### src/rtl/cbe_pkg.sv
package cbe_pkg;
  localparam logic [7:0] CMD_SOF     = 8'h55;
  localparam logic [7:0] CMD_EOF     = 8'hAA;
  localparam logic [7:0] RSP_SOF     = 8'hAA;
  localparam logic [7:0] RSP_EOF     = 8'h55;
  localparam logic [7:0] OP_RST      = 8'h01;
  localparam logic [7:0] OP_RD       = 8'h10;
  localparam logic [7:0] OP_WR       = 8'h11;
  localparam logic [7:0] ST_RD_OK    = 8'h7F;
  localparam logic [7:0] ST_WR_OK    = 8'h7E;
  localparam logic [7:0] ST_RST_OK   = 8'h7D;
  localparam logic [7:0] ST_BAD_OP   = 8'hFE;
  localparam logic [7:0] ST_FAIL     = 8'hFD;

  typedef enum logic [3:0] {
    S_HUNT, S_OPC, S_ADDR, S_DATA, S_TAIL, S_RST, S_ACC, S_RDWAIT, S_REPLY
  } cbe_state_e;
endpackage

### src/rtl/cbe_rx_port.sv
module cbe_rx_port (
  input  logic clk_i,
  input  logic rst_ni,
  input  logic req_i,
  input  logic full_i,
  output logic ack_o,
  output logic push_o
);
  logic ack_q;

  assign push_o = req_i && !ack_q && !full_i;
  assign ack_o  = ack_q;

  always_ff @(posedge clk_i or negedge rst_ni) begin
    if (!rst_ni) ack_q <= 1'b0;
    else         ack_q <= req_i && (ack_q || !full_i);
  end


  single_push_chk: assert property (@(posedge clk_i) disable iff (!rst_ni)
    push_o |=> !push_o);
endmodule

### src/rtl/cbe_rx_fifo.sv
module cbe_rx_fifo #(
  parameter int DEPTH = 8,
  parameter int W     = 8
) (
  input  logic         clk_i,
  input  logic         rst_ni,
  input  logic         push_i,
  input  logic [W-1:0] wdata_i,
  input  logic         pop_i,
  output logic [W-1:0] rdata_o,
  output logic         empty_o,
  output logic         full_o
);
  localparam int PTR_W = (DEPTH > 1) ? $clog2(DEPTH) : 1;
  localparam int CNT_W = $clog2(DEPTH + 1);
  localparam logic [CNT_W-1:0] FULL_CNT = CNT_W'(DEPTH);

  logic [W-1:0]     mem_q [DEPTH];
  logic [PTR_W-1:0] wr_q, rd_q, wr_nx, rd_nx;
  logic [CNT_W-1:0] cnt_q;
  logic             do_push, do_pop;

  generate
    if (DEPTH > 1 && (DEPTH & (DEPTH - 1)) == 0) begin : g_pow2
      assign wr_nx = wr_q + 1'b1;
      assign rd_nx = rd_q + 1'b1;
    end else begin : g_wrap
      localparam logic [PTR_W-1:0] LAST = PTR_W'(DEPTH - 1);
      assign wr_nx = (wr_q == LAST) ? '0 : wr_q + 1'b1;
      assign rd_nx = (rd_q == LAST) ? '0 : rd_q + 1'b1;
    end
  endgenerate

  assign empty_o = (cnt_q == '0);
  assign full_o  = (cnt_q == FULL_CNT);
  assign do_push = push_i && !full_o;
  assign do_pop  = pop_i && !empty_o;
  assign rdata_o = mem_q[rd_q];

  always_ff @(posedge clk_i) begin
    if (do_push) mem_q[wr_q] <= wdata_i;
  end

  always_ff @(posedge clk_i or negedge rst_ni) begin
    if (!rst_ni) begin
      wr_q  <= '0;
      rd_q  <= '0;
      cnt_q <= '0;
    end else begin
      if (do_push) wr_q <= wr_nx;
      if (do_pop)  rd_q <= rd_nx;
      case ({do_push, do_pop})
        2'b10:   cnt_q <= cnt_q + 1'b1;
        2'b01:   cnt_q <= cnt_q - 1'b1;
        default: cnt_q <= cnt_q;
      endcase
    end
  end


  fifo_bound_chk: assert property (@(posedge clk_i) disable iff (!rst_ni)
    cnt_q <= FULL_CNT);

  push_full_chk: assert property (@(posedge clk_i) disable iff (!rst_ni)
    full_o |-> !push_i);
endmodule

### src/rtl/cbe_tx_port.sv
module cbe_tx_port (
  input  logic       clk_i,
  input  logic       rst_ni,
  input  logic       load_i,
  input  logic [7:0] byte_i,
  output logic       ready_o,
  output logic       tx_req_o,
  output logic [7:0] tx_byte_o,
  input  logic       tx_ack_i
);
  logic       valid_q;
  logic [7:0] byte_q;

  // four-phase: wait for ack to clear before the next byte
  assign ready_o   = !valid_q && !tx_ack_i;
  assign tx_req_o  = valid_q;
  assign tx_byte_o = byte_q;

  always_ff @(posedge clk_i or negedge rst_ni) begin
    if (!rst_ni) begin
      valid_q <= 1'b0;
      byte_q  <= '0;
    end else if (load_i && ready_o) begin
      valid_q <= 1'b1;
      byte_q  <= byte_i;
    end else if (valid_q && tx_ack_i) begin
      valid_q <= 1'b0;
    end
  end


  tx_hold_chk: assert property (@(posedge clk_i) disable iff (!rst_ni)
    tx_req_o && !tx_ack_i |=> tx_req_o && $stable(tx_byte_o));

  tx_release_chk: assert property (@(posedge clk_i) disable iff (!rst_ni)
    tx_req_o && tx_ack_i |=> !tx_req_o);
endmodule

### src/rtl/cbe_ctrl.sv
module cbe_ctrl import cbe_pkg::*; #(
  parameter int ADDR_W = 16,
  parameter int DATA_W = 32
) (
  input  logic              clk_i,
  input  logic              rst_ni,
  input  logic              fifo_empty_i,
  input  logic [7:0]        fifo_byte_i,
  output logic              fifo_pop_o,
  input  logic              tx_ready_i,
  output logic              tx_load_o,
  output logic [7:0]        tx_byte_o,
  output logic              core_rst_no,
  output logic              core_sel_o,
  output logic              core_wr_o,
  output logic [ADDR_W-1:0] core_addr_o,
  output logic [DATA_W-1:0] core_wdata_o,
  input  logic [DATA_W-1:0] core_rdata_i,
  input  logic              core_err_i
);
  localparam int AB      = ADDR_W / 8;
  localparam int DB      = DATA_W / 8;
  localparam int RSP_MAX = 3 + AB + DB;
  localparam int IDX_W   = $clog2(RSP_MAX + 1);
  localparam int CNT_W   = $clog2(AB + DB + 1);
  localparam logic [IDX_W-1:0] LEN_SHORT = IDX_W'(3);
  localparam logic [IDX_W-1:0] LEN_WR    = IDX_W'(3 + AB);
  localparam logic [IDX_W-1:0] LEN_RD    = IDX_W'(RSP_MAX);
  localparam logic [CNT_W-1:0] ADDR_LAST = CNT_W'(AB - 1);
  localparam logic [CNT_W-1:0] DATA_LAST = CNT_W'(DB - 1);

  cbe_state_e        state_q;
  logic [7:0]        op_q, code_q;
  logic [ADDR_W-1:0] addr_q;
  logic [DATA_W-1:0] data_q;
  logic [CNT_W-1:0]  cnt_q;
  logic [IDX_W-1:0]  idx_q, len_q;
  logic              take;

  assign take = !fifo_empty_i && (state_q inside {S_HUNT, S_OPC, S_ADDR, S_DATA, S_TAIL});
  assign fifo_pop_o   = take;
  assign tx_load_o    = (state_q == S_REPLY) && tx_ready_i;
  assign core_rst_no  = (state_q != S_RST);
  assign core_sel_o   = (state_q == S_ACC) || (state_q == S_RDWAIT);
  assign core_wr_o    = (state_q == S_ACC) && (op_q == OP_WR);
  assign core_addr_o  = addr_q;
  assign core_wdata_o = data_q;

  always_comb begin
    int k;
    logic [ADDR_W-1:0] a_sh;
    logic [DATA_W-1:0] d_sh;
    k    = int'(idx_q);
    a_sh = '0;
    d_sh = '0;
    if (idx_q == '0)                    tx_byte_o = RSP_SOF;
    else if (idx_q == len_q - 1'b1)     tx_byte_o = RSP_EOF;
    else if (idx_q == IDX_W'(1))        tx_byte_o = code_q;
    else if (k < 2 + AB) begin
      a_sh      = addr_q >> (8 * (AB - 1 - (k - 2)));
      tx_byte_o = a_sh[7:0];
    end else begin
      d_sh      = data_q >> (8 * (DB - 1 - (k - 2 - AB)));
      tx_byte_o = d_sh[7:0];
    end
  end

  always_ff @(posedge clk_i or negedge rst_ni) begin
    if (!rst_ni) begin
      state_q <= S_HUNT;
      op_q    <= '0;
      code_q  <= '0;
      addr_q  <= '0;
      data_q  <= '0;
      cnt_q   <= '0;
      idx_q   <= '0;
      len_q   <= LEN_SHORT;
    end else begin
      case (state_q)
        S_HUNT: if (take && fifo_byte_i == CMD_SOF) state_q <= S_OPC;
        S_OPC: if (take) begin
          op_q  <= fifo_byte_i;
          cnt_q <= '0;
          case (fifo_byte_i)
            OP_RST:       state_q <= S_TAIL;
            OP_RD, OP_WR: state_q <= S_ADDR;
            default: begin
              code_q  <= ST_BAD_OP;
              len_q   <= LEN_SHORT;
              idx_q   <= '0;
              state_q <= S_REPLY;
            end
          endcase
        end
        S_ADDR: if (take) begin
          addr_q <= {addr_q[ADDR_W-9:0], fifo_byte_i};
          if (cnt_q == ADDR_LAST) begin
            cnt_q   <= '0;
            state_q <= (op_q == OP_WR) ? S_DATA : S_TAIL;
          end else cnt_q <= cnt_q + 1'b1;
        end
        S_DATA: if (take) begin
          data_q <= {data_q[DATA_W-9:0], fifo_byte_i};
          if (cnt_q == DATA_LAST) begin
            cnt_q   <= '0;
            state_q <= S_TAIL;
          end else cnt_q <= cnt_q + 1'b1;
        end
        S_TAIL: if (take) begin
          idx_q <= '0;
          if (fifo_byte_i != CMD_EOF) begin
            code_q  <= ST_FAIL;
            len_q   <= LEN_SHORT;
            state_q <= S_REPLY;
          end else if (op_q == OP_RST) state_q <= S_RST;
          else                         state_q <= S_ACC;
        end
        S_RST: begin
          code_q  <= ST_RST_OK;
          len_q   <= LEN_SHORT;
          state_q <= S_REPLY;
        end
        S_ACC: begin
          if (op_q == OP_WR) begin
            code_q  <= core_err_i ? ST_FAIL : ST_WR_OK;
            len_q   <= core_err_i ? LEN_SHORT : LEN_WR;
            state_q <= S_REPLY;
          end else state_q <= S_RDWAIT;
        end
        S_RDWAIT: begin
          data_q  <= core_rdata_i;
          code_q  <= core_err_i ? ST_FAIL : ST_RD_OK;
          len_q   <= core_err_i ? LEN_SHORT : LEN_RD;
          state_q <= S_REPLY;
        end
        S_REPLY: if (tx_ready_i) begin
          if (idx_q == len_q - 1'b1) begin
            idx_q   <= '0;
            state_q <= S_HUNT;
          end else idx_q <= idx_q + 1'b1;
        end
        default: state_q <= S_HUNT;
      endcase
    end
  end


  rst_pulse_chk: assert property (@(posedge clk_i) disable iff (!rst_ni)
    !core_rst_no |=> core_rst_no);

  wr_in_sel_chk: assert property (@(posedge clk_i) disable iff (!rst_ni)
    core_wr_o |-> core_sel_o);

  wr_one_cycle_chk: assert property (@(posedge clk_i) disable iff (!rst_ni)
    core_wr_o |=> !core_sel_o);

  rd_two_cycle_chk: assert property (@(posedge clk_i) disable iff (!rst_ni)
    $rose(core_sel_o) && !core_wr_o |=> core_sel_o && !core_wr_o);

  reply_frame_chk: assert property (@(posedge clk_i) disable iff (!rst_ni)
    tx_load_o && idx_q == '0 |-> tx_byte_o == RSP_SOF);
endmodule

### src/rtl/cmd_bus_engine.sv
module cmd_bus_engine #(
  parameter int ADDR_W     = 16,
  parameter int DATA_W     = 32,
  parameter int FIFO_DEPTH = 8
) (
  input  logic              clk_i,
  input  logic              rst_ni,
  input  logic              rx_req_i,
  input  logic [7:0]        rx_byte_i,
  output logic              rx_ack_o,
  output logic              tx_req_o,
  output logic [7:0]        tx_byte_o,
  input  logic              tx_ack_i,
  output logic              core_rst_no,
  output logic              core_sel_o,
  output logic              core_wr_o,
  output logic [ADDR_W-1:0] core_addr_o,
  output logic [DATA_W-1:0] core_wdata_o,
  input  logic [DATA_W-1:0] core_rdata_i,
  input  logic              core_err_i
);
  logic       push, pop, empty, full, tx_ready, tx_load;
  logic [7:0] head_byte, reply_byte;

  cbe_rx_port i_rx_port (
    .clk_i, .rst_ni,
    .req_i  (rx_req_i),
    .full_i (full),
    .ack_o  (rx_ack_o),
    .push_o (push)
  );

  cbe_rx_fifo #(.DEPTH(FIFO_DEPTH), .W(8)) i_rx_fifo (
    .clk_i, .rst_ni,
    .push_i  (push),
    .wdata_i (rx_byte_i),
    .pop_i   (pop),
    .rdata_o (head_byte),
    .empty_o (empty),
    .full_o  (full)
  );

  cbe_ctrl #(.ADDR_W(ADDR_W), .DATA_W(DATA_W)) i_ctrl (
    .clk_i, .rst_ni,
    .fifo_empty_i (empty),
    .fifo_byte_i  (head_byte),
    .fifo_pop_o   (pop),
    .tx_ready_i   (tx_ready),
    .tx_load_o    (tx_load),
    .tx_byte_o    (reply_byte),
    .core_rst_no, .core_sel_o, .core_wr_o, .core_addr_o,
    .core_wdata_o, .core_rdata_i, .core_err_i
  );

  cbe_tx_port i_tx_port (
    .clk_i, .rst_ni,
    .load_i    (tx_load),
    .byte_i    (reply_byte),
    .ready_o   (tx_ready),
    .tx_req_o,
    .tx_byte_o,
    .tx_ack_i
  );
endmodule

### config.mk
export PLATFORM = sky130hd
export DESIGN_NAME = cmd_bus_engine
export DESIGN_NICKNAME = d
export VERILOG_FILES = /design/src/rtl/cbe_pkg.sv /design/src/rtl/cbe_rx_port.sv /design/src/rtl/cbe_rx_fifo.sv /design/src/rtl/cbe_tx_port.sv /design/src/rtl/cbe_ctrl.sv /design/src/rtl/cmd_bus_engine.sv
export SDC_FILE = /design/constraint.sdc
export NUM_CORES = 1
export LEC_CHECK = 0
export ABC_AREA = 1
export CORE_UTILIZATION = 45
export DETAILED_ROUTE_END_ITERATION = 8
export GPL_ROUTABILITY_DRIVEN = 0
export GPL_TIMING_DRIVEN = 0
export MAX_ROUTING_LAYER = met4
export PLACE_DENSITY_LB_ADDON = 0.1
export REMOVE_ABC_BUFFERS = 1
export SLEW_MARGIN = 20
export SYNTH_ARGS = -nofsm -noshare
export SYNTH_HDL_FRONTEND = slang
export SYNTH_SLANG_ARGS = --single-unit
export TNS_END_PERCENT = 5
### constraint.sdc
create_clock -name clk_i -period 9.4 [get_ports clk_i]
set_clock_uncertainty 0.2 [all_clocks]
set_input_delay 1.88 -clock clk_i [delete_from_list [all_inputs] [get_ports clk_i]]
set_output_delay 1.88 -clock clk_i [all_outputs]
set_load 0.1 [all_outputs]
# Yosys cells after proc, flatten, opt, wreduce, memory -nomap -nowiden
# Memories as Yosys holds them, arrays and structs flattened.
# Index checks and enable logic that the tools add are counted.
op_classes:
  reduce_logical: 39
  multipliers: 0
  div_mod_pow: 0
  shifts: 2
  n_eq_ne: 35
  add_sub_neg: 11
  mux: 54
  order_cmp: 1
  bitwise: 0
op_table:
  columns: ["op", "count"]
  rows:
  - ["4-bit two-way mux", 22]
  - ["8-bit two-way mux", 11]
  - ["32-bit one-hot mux with 2 select lines", 1]
  - ["8-bit one-hot mux with 5 select lines", 1]
  - ["32-bit two-way mux", 1]
  - ["4-bit one-hot mux with 8 select lines", 1]
  - ["16-bit by 32-bit right shift with 8-bit output", 1]
  - ["32-bit by 32-bit right shift with 8-bit output", 1]
  - ["2-bit by 29-bit subtractor with 29-bit output (first input constant)", 1]
  - ["29-bit by 3-bit subtractor with 29-bit output (second input constant)", 1]
  - ["3-bit by 29-bit subtractor with 29-bit output (first input constant)", 1]
  - ["8-bit by 5-bit equality test with 1-bit output (second input constant)", 3]
  - ["3-bit two-way mux", 7]
  - ["4-bit one-hot mux with 5 select lines", 1]
  - ["4-bit by 3-bit equality test with 1-bit output (second input constant)", 4]
  - ["8-bit by 1-bit equality test with 1-bit output (second input constant)", 2]
  - ["4-bit one-hot mux with 2 select lines", 2]
  - ["2-bit inequality test (second input constant)", 7]
  - ["1-bit logical AND", 12]
  - ["4-bit zero test", 3]
  - ["4-bit one-hot mux with 3 select lines", 1]
  - ["2-bit by 1-bit inequality test with 1-bit output (second input constant)", 5]
  - ["5-bit nonzero test", 2]
  - ["3-bit by 1-bit adder with 3-bit output (second input constant)", 3]
  - ["other kinds (29)", 48]
totals:
  register_bits: 99
  memories: 1
  latchBits: 0
  word_cells: 157
  mem_bits_rw: 64
  out_inout_bits: 61
  in_bits: 45
  mem_bits_ro: 0
mem_list:
  columns: ["memory", "depth", "width", "rd", "rd_clocked_by_memory_dff", "write_ports", "line", "source"]
  rows:
  - ["i_rx_fifo.mem_q", 8, 8, 1, 0, 1, "cbe_rx_fifo.sv:18", "logic [W-1:0] mem_q [DEPTH];"]

# Depth between registers and ports, before layout
# Gate-level depths: netlist of the first run.
depth:
  depth_word: 8
  mapped_depth: 23
  depth_no_buf: 21

# Cells and area by module
# From an unflattened synthesis of the first run, not the netlist that was laid out.
unflattened:
  cells_unflattened: 1015
  hier_area_um2: 8239.2
modules_own_cells:
  columns: ["module", "area_each_um2", "cells_each", "instances", "seq_area_each_um2"]
  rows:
  - ["cbe_ctrl", 4433.0, 614, 1, 1853.0]
  - ["cbe_rx_fifo", 3399.5, 357, 1, 2172.1]
  - ["cbe_tx_port", 360.3, 38, 1, 225.2]
  - ["cbe_rx_port", 46.3, 6, 1, 25.0]

# Worst setup path after synthesis of the first run
# OpenSTA, ideal clock, no wires.
synth_timing:
  kind: "register to output"
  start: "reg i_ctrl.state_q[3]"
  end: "out core_wr_o"
  required_ps: 7320
  stages_incl_launch_ff: 7
  arrival_time_ps: 2678
  setup_slack_ps: 4642
  path_buffers: 1
  path_cell_list: "dfrtp_1 inv_2 nand2_2 nor2_2 inv_1 clkbuf_1 a21oi_1"
synth_between:
  elab_chain_len: 2
synth_lines:
  columns: ["item", "line", "source"]
  rows:
  - ["start: declaration", "cbe_ctrl.sv:32", "cbe_state_e state_q;"]
  - ["start signal: assignment", "cbe_ctrl.sv:99", "state_q <= (op_q == OP_WR) ? S_DATA : S_TAIL;"]
  - ["4-bit by 3-bit equality test with 1-bit output", "cbe_ctrl.sv:45", "assign core_wr_o = (state_q == S_ACC) && (op_q == OP_WR);"]
  - ["1-bit logical AND", "cbe_ctrl.sv:45", null]
  - ["end: declaration", "cmd_bus_engine.sv:16", "output logic core_wr_o,"]
# Every way passes these cells.

# Worst setup path in the final report of the first run
layout_timing:
  start: "reg i_ctrl.state_q[1]"
  end: "out core_wr_o"
# The elaborated chain is that of the path after synthesis.

==> results.txt, run 1 <==
The longest clock path from root to sink contains 2 buffers. In this run the worst path has a maximum fanout of 27. TritonCTS built the clock tree. The number of hold violations in the final report is 0. The slew of the pin with the lowest slew margin is 1.08 ns. The worst hold path passes through 2 cells. The number of global-route vias before repair is 6106. The library cell used most frequently in the layout, excluding fill and tap cells, is sky130_fd_sc_hd__nand2_1. The share of post-route cells with drive strength above 1 is 0.0790. The clock slew seen by the registers of the worst setup and hold paths is 0.06 ns.

On the final layout, the worst hold slack is around 0.27 ns. The number of clock buffers added by TritonCTS is 17. The die span in x came out at about 140 um. The boundary pin count came out at 106. For met2 alone, demand over resource in global routing was 0.378. The tree is rooted in a sky130_fd_sc_hd__clkbuf_16. For this run, the number of Yosys warnings is 0. The worst hold path belongs to the class flop to flop. At the end of the flow the core is filled with cells to 0.557. The critical path is of the flop to output pin type. The most heavily used metal layer in global routing is met2. The first detailed-routing pass ran for 5 iterations.

Once the clock tree was built, the setup fixing pass inserted 0 buffers. The data required time at the worst endpoint is 7.32 ns. For this design, the sink count on the clock tree is between 150 and 200. The area of the die is roughly 19000 um2. The HPWL after detailed placement is 13.8 mm. The total via count after detailed routing is 6574. Entering global routing, the biggest net connects 52 pins. The flip-flop and latch count after synthesis came out at 158. The number of antenna violations at the first check in global routing is 0.

The total wire length is 20.1 mm. The count of buffers from port buffering came out at 105. Synthesis produced slightly below 1000 cells. For this run, design rule violations remaining after detail routing come to 0. The hold buffer count at cts came out at 0.

The standard-cell row count came out at 49. The worst ir drop on vdd came out at around 0.18 mV. Measured in cells, the most critical reg-to-reg path has a length of 17. The core outline area is approximately 18000 um2. The arrival time at the worst endpoint came out at 3.76 ns. Across every metal layer, demand over resource in global routing totals 0.230. The final-report setup violation count is 0.

Of the available clock period, the critical path in the final layout requires 0.621. After synthesis, the mean cell area works out to 8.56 um2. The wire length of the first global-routing pass came out at 31.9 mm.

In this run the cell area of the synthesized design comes to ~8300 um2. The setup TNS is 0 ns. The fraction of synthesized cell area taken by the top area cell type came out at 0.280. The clock reaches the later pin of the worst-skew pair after approximately 0.42 ns. The met3 track demand over resource is 0.0384.

The worst slew slack as a fraction of its limit came out at 0.281. The leakage power total came out at 4.60 nW. The synthesis-to-finish area growth is 20.9%. Ranked by total cell area, the synthesized netlist is headed by sky130_fd_sc_hd__dfrtp_1 (28%), sky130_fd_sc_hd__edfxtp_1 (23%), sky130_fd_sc_hd__nand2_1 (13%). The number of gates given a new drive strength after cts came out at 0. The worst setup path is launched from a flop. The first-iteration detailed-routing DRC count came out at about 360. The detailed-route vias per instance came out at 5.04. The post-detailed-route count of antenna-violating nets came out at 0. For this configuration, the core starts out at a cell density of 0.461.

The routed wirelength normalized by instance count is 15.4 um. The tool flagged a number of max-cap violations equal to 0. The overall die height is 138 um. The number of inserted diodes came out at 0.

Setup repair after global routing left no endpoint under its margin. sky130_fd_sc_hd__dfrtp_1 takes more of the synthesized area than any other cell. The H-tree level count came out at 4.

The total overflow left after global routing is 0. In the synthesized netlist the async set-or-reset flop fraction comes to 0.595. Leaving out fill and tap cells, the most frequent cells in the layout are sky130_fd_sc_hd__nand2_1 (287), sky130_fd_sc_hd__inv_1 (129), sky130_fd_sc_hd__clkdlybuf4s50_1 (104). Summing internal, switching and leakage power gives 3.06 mW.

The number of nets in the finished design came out at 1130. In the synthesized netlist the dominant register cell turns out to be sky130_fd_sc_hd__dfrtp_1. STA classifies the critical path endpoint as an output pin. The total power density per cell area is approximately 300 nW/um2. The peak clock frequency supported by timing is between 150 and 200 MHz. The number of unique standard cell types used by synthesis is between 40 and 50. The met1 capacity usage during global routing is 0.290. The max-slew violation count is 0. The sequential element share of the synthesized area is 0.514.

The run finished with clean final reports. The number of flops mapped to enable cells by yosys came out at 64. The clock period minus worst slack is 5.84 ns.
-- power by group --
group	internal (mW)	switching [mW]
clock network	0.416	0.273
registers	0.847	0.160
logic	0.388	0.978
-- final timing paths --
kind / from / end / slack [ns]
worst max-delay path: i_ctrl.state_q[1] / core_wr_o / 3.56
worst min-delay path: i_ctrl.len_q[1] / i_ctrl.len_q[1] / 0.27
worst max register to register: i_ctrl.idx_q[1] / i_tx_port.tx_byte_o[2] / 5.54
worst min register to register: i_ctrl.len_q[1] / i_ctrl.len_q[1] / 0.27
max in group asynchronous: rst_ni / i_rx_fifo.rd_q[0] / 7.19
min in group asynchronous: rst_ni / i_ctrl.core_wdata_o[10] / 1.17
-- cells by family after synthesis --
| logic type | Yosys count | synth area share |
|---|---|---|
| and+or+nand+nor | 467 | 0.248 |
| buffers and inverters | 170 | 0.0896 |
| xor gates and xnor gates | 9 | 0.00948 |
| DFF | 158 | 0.514 |
| adders and majority gates | 22 | 0.0340 |
| AOI/OAI and AO/OA | 138 | 0.0953 |
| muxes | 7 | 0.00903 |
-- area by class of cell --
type                    count  area (um2)
multi-input cells         643        3300
flip-flops and latches    158        4280
inverters                 137         519
fillers                  1694        7980
well taps                 229         287
clock inverters             9         108
clock buffers              23         482
repair buffers            106        1080
-- sequential cells by signal, summed over array words and instances, names as in the netlist --
register,count
i_ctrl.core_wdata_o,32
i_tx_port.tx_byte_o,8
i_rx_port.ack_o,1
i_tx_port.tx_req_o,1
i_rx_fifo.rd_q,3
i_rx_fifo.wr_q,3
i_ctrl.len_q,3
i_ctrl.idx_q,4
i_rx_fifo.mem_q,64
i_ctrl.state_q,4
i_ctrl.op_q,8
i_ctrl.cnt_q,3
i_ctrl.code_q,4
i_rx_fifo.cnt_q,4
i_ctrl.core_addr_o,16
-- Yosys cell counts, drive strengths merged, types with 5 or more instances --
master / count
ha: 21
o22ai: 9
edfxtp: 64
dfrtp: 93
nand3: 67
xor2: 7
buf: 22
nor2: 78
inv: 137
o21ai: 70
nand2: 303
o211ai: 5
nand4: 5
o221ai: 10
a21oi: 30
clkbuf: 11
-- layer usage --
| metal | vias up | routed length (um) |
|---|---|---|
| li1 | 3333 | - |
| met1 | 3062 | 9260 |
| met2 | 150 | 9600 |
| met3 | 29 | 890 |
| met4 | 0 | 379 |
| met5 | - | 0 |
-- worst max-delay path, stage by stage, from the launching register on --
cell	delay [ns]
sky130_fd_sc_hd__dfrtp_1	0.59
sky130_fd_sc_hd__nand2_2	0.14
sky130_fd_sc_hd__nor2_4	0.60
sky130_fd_sc_hd__inv_1	0.47
sky130_fd_sc_hd__a21oi_1	0.36
sky130_fd_sc_hd__clkdlybuf4s50_1	1.18
-- through the flow --
stage | worst slack [ns] | instances | cell area [um2]
final | 3.56 | 1305 | 10000
after global routing | 3.38 | 1305 | 10000
after CTS | 3.53 | 1305 | 10000
after detailed placement | 3.99 | 1273 | 9460
after global placement | 2.50 | 1272 | 9420
after floorplan | 4.26 | 938 | 8090
No activity file was read; power rests on OpenSTA's default activity.
==> run 2, diff against run 1 <==
Clock period 9.4 ns to 5.3 ns, I/O delays scaled along.
==> results of run 2 <==
The final DEF is identical to that of run 1. Status: complete, no violations.
Main changes from that run: setup slack after placement 3.99 ns -> 0.709 ns; setup slack after layout 3.56 ns -> 0.281 ns; register-to-register setup slack 5.54 ns -> 1.44 ns; total power 3.06 mW -> 5.43 mW; worst IR drop on VDD 0.179 mV -> 0.318 mV
